`src/rtl/utlb_pkg.sv`:
```
package utlb_pkg;

  // Low-order offset mask for a page of the given level.
  function automatic logic [63:0] span_mask(input int unsigned lvl,
                                            input int unsigned pg_bits,
                                            input int unsigned lvl_bits);
    return (64'd1 << (pg_bits + lvl_bits * lvl)) - 64'd1;
  endfunction

endpackage

```
`src/rtl/utlb_tagcmp.sv`:
```
module utlb_tagcmp import utlb_pkg::*; #(
  parameter int ASID_W       = 16,
  parameter int VA_W         = 39,
  parameter int LVL_W        = 2,
  parameter int PG_BITS      = 12,
  parameter int LVL_BITS     = 9,
  parameter bit GLB_WILDCARD = 1'b1
) (
  input  logic [VA_W-1:0]   e_va,
  input  logic [ASID_W-1:0] e_asid,
  input  logic [LVL_W-1:0]  e_lvl,
  input  logic              e_glb,
  input  logic [VA_W-1:0]   q_va,
  input  logic [ASID_W-1:0] q_asid,
  input  logic              use_asid,
  input  logic              use_va,
  output logic              match
);
  logic [VA_W-1:0] ofs_m;
  logic            tag_eq;
  logic            asid_eq;
  logic            asid_ok;

  assign ofs_m   = VA_W'(span_mask(32'(e_lvl), PG_BITS, LVL_BITS));
  assign tag_eq  = ((e_va ^ q_va) & ~ofs_m) == '0;
  assign asid_eq = (e_asid == q_asid);

  generate
    if (GLB_WILDCARD) begin : g_lookup
      assign asid_ok = e_glb | asid_eq;
    end else begin : g_flush
      assign asid_ok = ~e_glb & asid_eq;
    end
  endgenerate

  assign match = (~use_asid | asid_ok) & (~use_va | tag_eq);
endmodule

```
`src/rtl/utlb_entry.sv`:
```
module utlb_entry import utlb_pkg::*; #(
  parameter int ASID_W   = 16,
  parameter int VA_W     = 39,
  parameter int PA_W     = 56,
  parameter int PTE_W    = 64,
  parameter int LVL_W    = 2,
  parameter int PG_BITS  = 12,
  parameter int LVL_BITS = 9
) (
  input  logic              clk,
  input  logic              rst,
  input  logic              fill_en,
  input  logic [ASID_W-1:0] fill_asid,
  input  logic [VA_W-1:0]   fill_va,
  input  logic [PA_W-1:0]   fill_pa,
  input  logic [PTE_W-1:0]  fill_pte,
  input  logic [PA_W-1:0]   fill_pte_addr,
  input  logic [LVL_W-1:0]  fill_lvl,
  input  logic              fill_glb,
  input  logic              upd_en,
  input  logic [PTE_W-1:0]  upd_pte,
  input  logic              kill,
  output logic              vld,
  output logic [ASID_W-1:0] asid,
  output logic [VA_W-1:0]   va,
  output logic [PA_W-1:0]   pa,
  output logic [PTE_W-1:0]  pte,
  output logic [PA_W-1:0]   pte_addr,
  output logic [LVL_W-1:0]  lvl,
  output logic              glb
);
  logic [PA_W-1:0] fill_m;
  assign fill_m = PA_W'(span_mask(32'(fill_lvl), PG_BITS, LVL_BITS));

  // Valid bit has reset; payload registers do not need one.
  always_ff @(posedge clk) begin
    if (rst) begin
      vld <= 1'b0;
    end else if (fill_en) begin
      vld <= 1'b1;
    end else if (kill) begin
      vld <= 1'b0;
    end
  end

  always_ff @(posedge clk) begin
    if (fill_en) begin
      asid     <= fill_asid;
      va       <= fill_va;
      pa       <= fill_pa & ~fill_m;
      pte      <= fill_pte;
      pte_addr <= fill_pte_addr;
      lvl      <= fill_lvl;
      glb      <= fill_glb;
    end else if (upd_en && vld && !kill) begin
      pte <= upd_pte;
    end
  end


  reset_empty_chk: assert property (@(posedge clk) rst |=> !vld);


  fill_valid_chk: assert property (@(posedge clk) disable iff (rst)
    fill_en |=> vld);


  upd_keep_chk: assert property (@(posedge clk) disable iff (rst)
    (upd_en && vld && !fill_en && !kill) |=> (vld && pte == $past(upd_pte) && $stable(pa)));
endmodule

```
`src/rtl/utlb_single.sv`:
```
module utlb_single import utlb_pkg::*; #(
  parameter int ASID_W   = 16,
  parameter int VA_W     = 39,
  parameter int PA_W     = 56,
  parameter int PTE_W    = 64,
  parameter int LVL_W    = 2,
  parameter int PG_BITS  = 12,
  parameter int LVL_BITS = 9
) (
  input  logic              clk,
  input  logic              rst,
  input  logic              lk_vld,
  input  logic [ASID_W-1:0] lk_asid,
  input  logic [VA_W-1:0]   lk_va,
  output logic              lk_hit,
  output logic [PA_W-1:0]   lk_pa,
  output logic [PTE_W-1:0]  lk_pte,
  output logic [PA_W-1:0]   lk_pte_addr,
  input  logic              fill_en,
  input  logic [ASID_W-1:0] fill_asid,
  input  logic [VA_W-1:0]   fill_va,
  input  logic [PA_W-1:0]   fill_pa,
  input  logic [PTE_W-1:0]  fill_pte,
  input  logic [PA_W-1:0]   fill_pte_addr,
  input  logic [LVL_W-1:0]  fill_lvl,
  input  logic              fill_glb,
  input  logic              upd_en,
  input  logic [PTE_W-1:0]  upd_pte,
  input  logic              fl_en,
  input  logic              fl_by_asid,
  input  logic [ASID_W-1:0] fl_asid,
  input  logic              fl_by_va,
  input  logic [VA_W-1:0]   fl_va
);
  logic              e_vld;
  logic              e_glb;
  logic [ASID_W-1:0] e_asid;
  logic [VA_W-1:0]   e_va;
  logic [PA_W-1:0]   e_pa;
  logic [PTE_W-1:0]  e_pte;
  logic [PA_W-1:0]   e_pte_addr;
  logic [LVL_W-1:0]  e_lvl;
  logic              lk_match;
  logic              fl_match;
  logic              kill;
  logic [VA_W-1:0]   lk_m;
  logic [PA_W-1:0]   lk_ofs;

  assign kill = fl_en & e_vld & fl_match;

  utlb_entry #(
    .ASID_W(ASID_W), .VA_W(VA_W), .PA_W(PA_W), .PTE_W(PTE_W),
    .LVL_W(LVL_W), .PG_BITS(PG_BITS), .LVL_BITS(LVL_BITS)
  ) u_ent (
    .clk(clk), .rst(rst),
    .fill_en(fill_en), .fill_asid(fill_asid), .fill_va(fill_va),
    .fill_pa(fill_pa), .fill_pte(fill_pte), .fill_pte_addr(fill_pte_addr),
    .fill_lvl(fill_lvl), .fill_glb(fill_glb),
    .upd_en(upd_en), .upd_pte(upd_pte), .kill(kill),
    .vld(e_vld), .asid(e_asid), .va(e_va), .pa(e_pa), .pte(e_pte),
    .pte_addr(e_pte_addr), .lvl(e_lvl), .glb(e_glb)
  );

  utlb_tagcmp #(
    .ASID_W(ASID_W), .VA_W(VA_W), .LVL_W(LVL_W),
    .PG_BITS(PG_BITS), .LVL_BITS(LVL_BITS), .GLB_WILDCARD(1'b1)
  ) u_lk_cmp (
    .e_va(e_va), .e_asid(e_asid), .e_lvl(e_lvl), .e_glb(e_glb),
    .q_va(lk_va), .q_asid(lk_asid), .use_asid(1'b1), .use_va(1'b1),
    .match(lk_match)
  );

  utlb_tagcmp #(
    .ASID_W(ASID_W), .VA_W(VA_W), .LVL_W(LVL_W),
    .PG_BITS(PG_BITS), .LVL_BITS(LVL_BITS), .GLB_WILDCARD(1'b0)
  ) u_fl_cmp (
    .e_va(e_va), .e_asid(e_asid), .e_lvl(e_lvl), .e_glb(e_glb),
    .q_va(fl_va), .q_asid(fl_asid), .use_asid(fl_by_asid), .use_va(fl_by_va),
    .match(fl_match)
  );

  assign lk_m   = VA_W'(span_mask(32'(e_lvl), PG_BITS, LVL_BITS));
  assign lk_ofs = PA_W'(lk_va & lk_m);

  always_ff @(posedge clk) begin
    if (rst) begin
      lk_hit      <= 1'b0;
      lk_pa       <= '0;
      lk_pte      <= '0;
      lk_pte_addr <= '0;
    end else if (lk_vld && e_vld && lk_match) begin
      lk_hit      <= 1'b1;
      lk_pa       <= e_pa | lk_ofs;
      lk_pte      <= e_pte;
      lk_pte_addr <= e_pte_addr;
    end else begin
      lk_hit      <= 1'b0;
      lk_pa       <= '0;
      lk_pte      <= '0;
      lk_pte_addr <= '0;
    end
  end


  hit_needs_req_chk: assert property (@(posedge clk) disable iff (rst)
    lk_hit |-> $past(lk_vld));


  miss_zero_chk: assert property (@(posedge clk) disable iff (rst)
    !lk_hit |-> (lk_pa == '0 && lk_pte == '0 && lk_pte_addr == '0));


  flush_all_chk: assert property (@(posedge clk) disable iff (rst)
    (fl_en && !fl_by_asid && !fl_by_va && !fill_en) |=> !e_vld);


  glb_keep_chk: assert property (@(posedge clk) disable iff (rst)
    (fl_en && fl_by_asid && e_vld && e_glb && !fill_en) |=> e_vld);
endmodule

```
`config.mk`:
```
export PLATFORM = sky130hd
export DESIGN_NAME = utlb_single
export DESIGN_NICKNAME = d
export VERILOG_FILES = /design/src/rtl/utlb_pkg.sv /design/src/rtl/utlb_tagcmp.sv /design/src/rtl/utlb_entry.sv /design/src/rtl/utlb_single.sv
export SDC_FILE = /design/constraint.sdc
export NUM_CORES = 1
export LEC_CHECK = 0
export BUFFER_PORTS_ARGS = -buffer_cell sky130_fd_sc_hd__clkbuf_2
export CAP_MARGIN = 40
export CORE_AREA = 2 2 232 234
export DETAILED_ROUTE_END_ITERATION = 7
export DIE_AREA = 0 0 234 236
export GPL_TIMING_DRIVEN = 1
export PLACE_DENSITY = 0.53
export SYNTH_ARGS = -nofsm -noshare
export SYNTH_HDL_FRONTEND = slang
export SYNTH_HIERARCHICAL = 1
export SYNTH_SLANG_ARGS = --single-unit
```
`constraint.sdc`:
```
create_clock -name clk -period 10.9 [get_ports clk]
set_input_delay 1.635 -clock clk [delete_from_list [all_inputs] [get_ports clk]]
set_output_delay 1.635 -clock clk [all_outputs]
set_load 0.005 [all_outputs]
```
==> results.cfg <==
[run_status]
status = complete, no violations

[global_routing]
grt_pass1_wl_um = 64600
overflow = 0
antenna_found_initial = 2
grt_max_degree = 93
gr-usage-all-layers = 0.157
grt_pass1_vias = 10600

[pwr]
ir_worst_vdd_mv = 0.118
switchingPower_uw = 785
pwr-share-clk = 0.418
swShare = 0.227
leakage_nw = 8.78
p_comb_frac = 0.082
p_seq_frac = 0.500
power.density_nw_per_um2 = 171
p_int_mw = 2.68

[synth]
netlist_area_um2 = 15200
yosysWarningCount = 6
syn_avg_cell_area_um2 = 14.1
synth_cells = 1080

[cells_and_area]
nFillCells = 5220
nets = 2128
multi_input_area_um2 = 4580
seq_area_um2 = 10300
final_cells = 2412
area_growth_pct = 33.6
drive_gt1_frac = 0.424

[worst_setup_path]
required_ns = 11.39
critPathKind = reg2reg
startpoint_type = flop
r2r_setup_slack_ns = 5.13
rr_startpoint = u_ent/lvl[0]$_DFFE_PP_
rr_worst_depth = 15
worst_setup_path_end_kind = flop
r2r_end = lk_pte_addr[1]$_SDFF_PP0_
cp_data_arrival_time_ns = 6.26
worstPathMaxFanout = 92

[cts]
ctsResizeCount = 0
cts_tree = built
worstSkewPairLatency_ns = 0.56
clk_path_buf_depth = 3
cts_root_buffer = clkbuf_16
path_clk_slew_ns = 0.06
hold_buffers = 0
post_cts_buffers = 0
cts_sinks = 404
cts_buffers = 45
cts_max_level = 2

[detailed_routing]
drc_errors = 0
antenna_left = 0
first_pass_iters = 5
vias_per_cell = 4.26
via_count = 10300
drt_iter0_markers = 403
wl_um = 44400
wl_per_cell_um = 18.4

[place]
place_inst = 2327
gp_congestion = 0.823
dp_hpwl_um = 33900
numPortBuffers = 580

[sta]
finClkSkew_ns = 0.0169
totalNegativeSetupSlack_ns = 0
min_period_ns = 5.77
slew_violations = 0
post-route-period-util = 0.529
finalSetupViolations = 0
rsz0062_at_grt = no
max_freq_mhz = 173
worst_slew_margin_rel = 0.372
hold_violations = 0
worst_pin_slew_ns = 0.943

[worst_hold_path]
hold_path.class = reg2reg
hp-start = u_ent/pte[19]$_DFFE_PP_
hold_end = lk_pte[19]$_SDFF_PP0_
worstHoldPathCells = 1

[die]
die_h_um = 236
io_pins = 593
row_count = 85
core_area_um2 = 53100
fp.dieW_um = 234
dieArea_um2 = 55200
initial_core_util = 0.286

[job]
drv_cap = 0
## stage by stage
step / cell area, um2 / power, mW / util / setup slack (ns) / hold slack (ns)
final: 20300 / 3.46 / 0.382 / 5.13 / 0.432
after global routing: 20300 / 3.61 / 0.382 / 4.50 / 0.447
after CTS: 20300 / 3.52 / 0.382 / 4.88 / 0.435
after detailed placement: 18900 / 2.05 / 0.355 / 4.96 / 0.425
after global placement: 18800 / 2.05 / 0.355 / 5.03 / 0.422
after floorplan: 15200 / 1.89 / - / 6.18 / 0.420
## worst max-delay path by stage
stage                                 startpoint                         end  slack (ns)  cells past startpoint
after floorplan           u_ent/lvl[0]$_DFFE_PP_      u_ent/pte[0]$_DFFE_PP_        6.18                     12
after global placement    u_ent/lvl[0]$_DFFE_PP_   lk_pte_addr[5]$_SDFF_PP0_        5.03                     15
after detailed placement  u_ent/lvl[0]$_DFFE_PP_        lk_pte[6]$_SDFF_PP0_        4.96                     15
after CTS                 u_ent/lvl[0]$_DFFE_PP_        lk_pte[6]$_SDFF_PP0_        4.88                     15
after global routing      u_ent/lvl[0]$_DFFE_PP_  lk_pte_addr[14]$_SDFF_PP0_        4.50                     15
final                     u_ent/lvl[0]$_DFFE_PP_   lk_pte_addr[1]$_SDFF_PP0_        5.13                     15
## cell type report
cell class / instances / share of cell area
clock inverters: 16 / 0.00512
clock buffers: 66 / 0.0650
inverters: 18 / 0.00339
diodes: 3 / 0.000370
repair buffers: 587 / 0.147
multi-input cells: 622 / 0.226
well taps: 696 / 0.0429
flip-flops and latches: 404 / 0.510
## routing by layer
layer | GRT usage | share of wire | vias up
li1 | - | - | 4951
met4 | 0.0508 | 0.024 | 2
met2 | 0.263 | 0.48 | 342
met3 | 0.0432 | 0.078 | 59
met5 | 0 | 0.00023 | -
met1 | 0.193 | 0.42 | 4925
## worst max-delay path, stage by stage, from the launching register on
cell       delay, ns
edfxtp_1        0.90
inv_1           0.23
ha_1            0.40
nor2_1          0.08
nand3_1         0.15
ha_1            0.28
nor2_1          0.08
or3_1           0.34
a32o_1          0.26
o41a_1          0.45
a2111oi_2       0.52
nand4b_1        0.15
buf_4           0.33
clkinv_2        0.50
buf_4           0.67
and2_1          0.22
## power groups by stage
stage	Combinational, mW	Clock [mW]	Sequential, mW
6_report	0.285	1.45	1.73
4_1_cts	0.290	1.50	1.73
3_5_place_dp	0.287	0	1.76
3_3_place_gp	0.282	0	1.76
5_1_grt	0.316	1.56	1.74
2_1_floorplan	0.143	0	1.75
## placed cells by master (no fill, tap or decap), types with 7 or more instances in the layout
cell and instances:
nor2b_1 16, mux2_2 64, inv_1 15, nor3_1 9, conb_1 10, clkbuf_2 579
clkbuf_16 47, dfxtp_1 178, nor2_1 64, nand4_1 8, and2_1 156, edfxtp_1 226
xnor2_1 52, a21oi_1 42, clkbuf_8 7, nand2_1 13, o21ai_0 14, ha_1 34
clkbuf_1 12, xor2_1 59, nand3_1 7
## registers in the layout, indices dropped and copies added, names as in the netlist
signal / flops
lk_pte_addr: 56
u_ent/lvl: 2
u_ent/pte_addr: 56
lk_hit: 1
u_ent/asid: 16
u_ent/va: 35
u_ent/pte: 64
lk_pa: 56
u_ent/vld: 1
u_ent/pa: 52
lk_pte: 64
u_ent/glb: 1
Note: power is estimated with default switching activity, not from simulation.
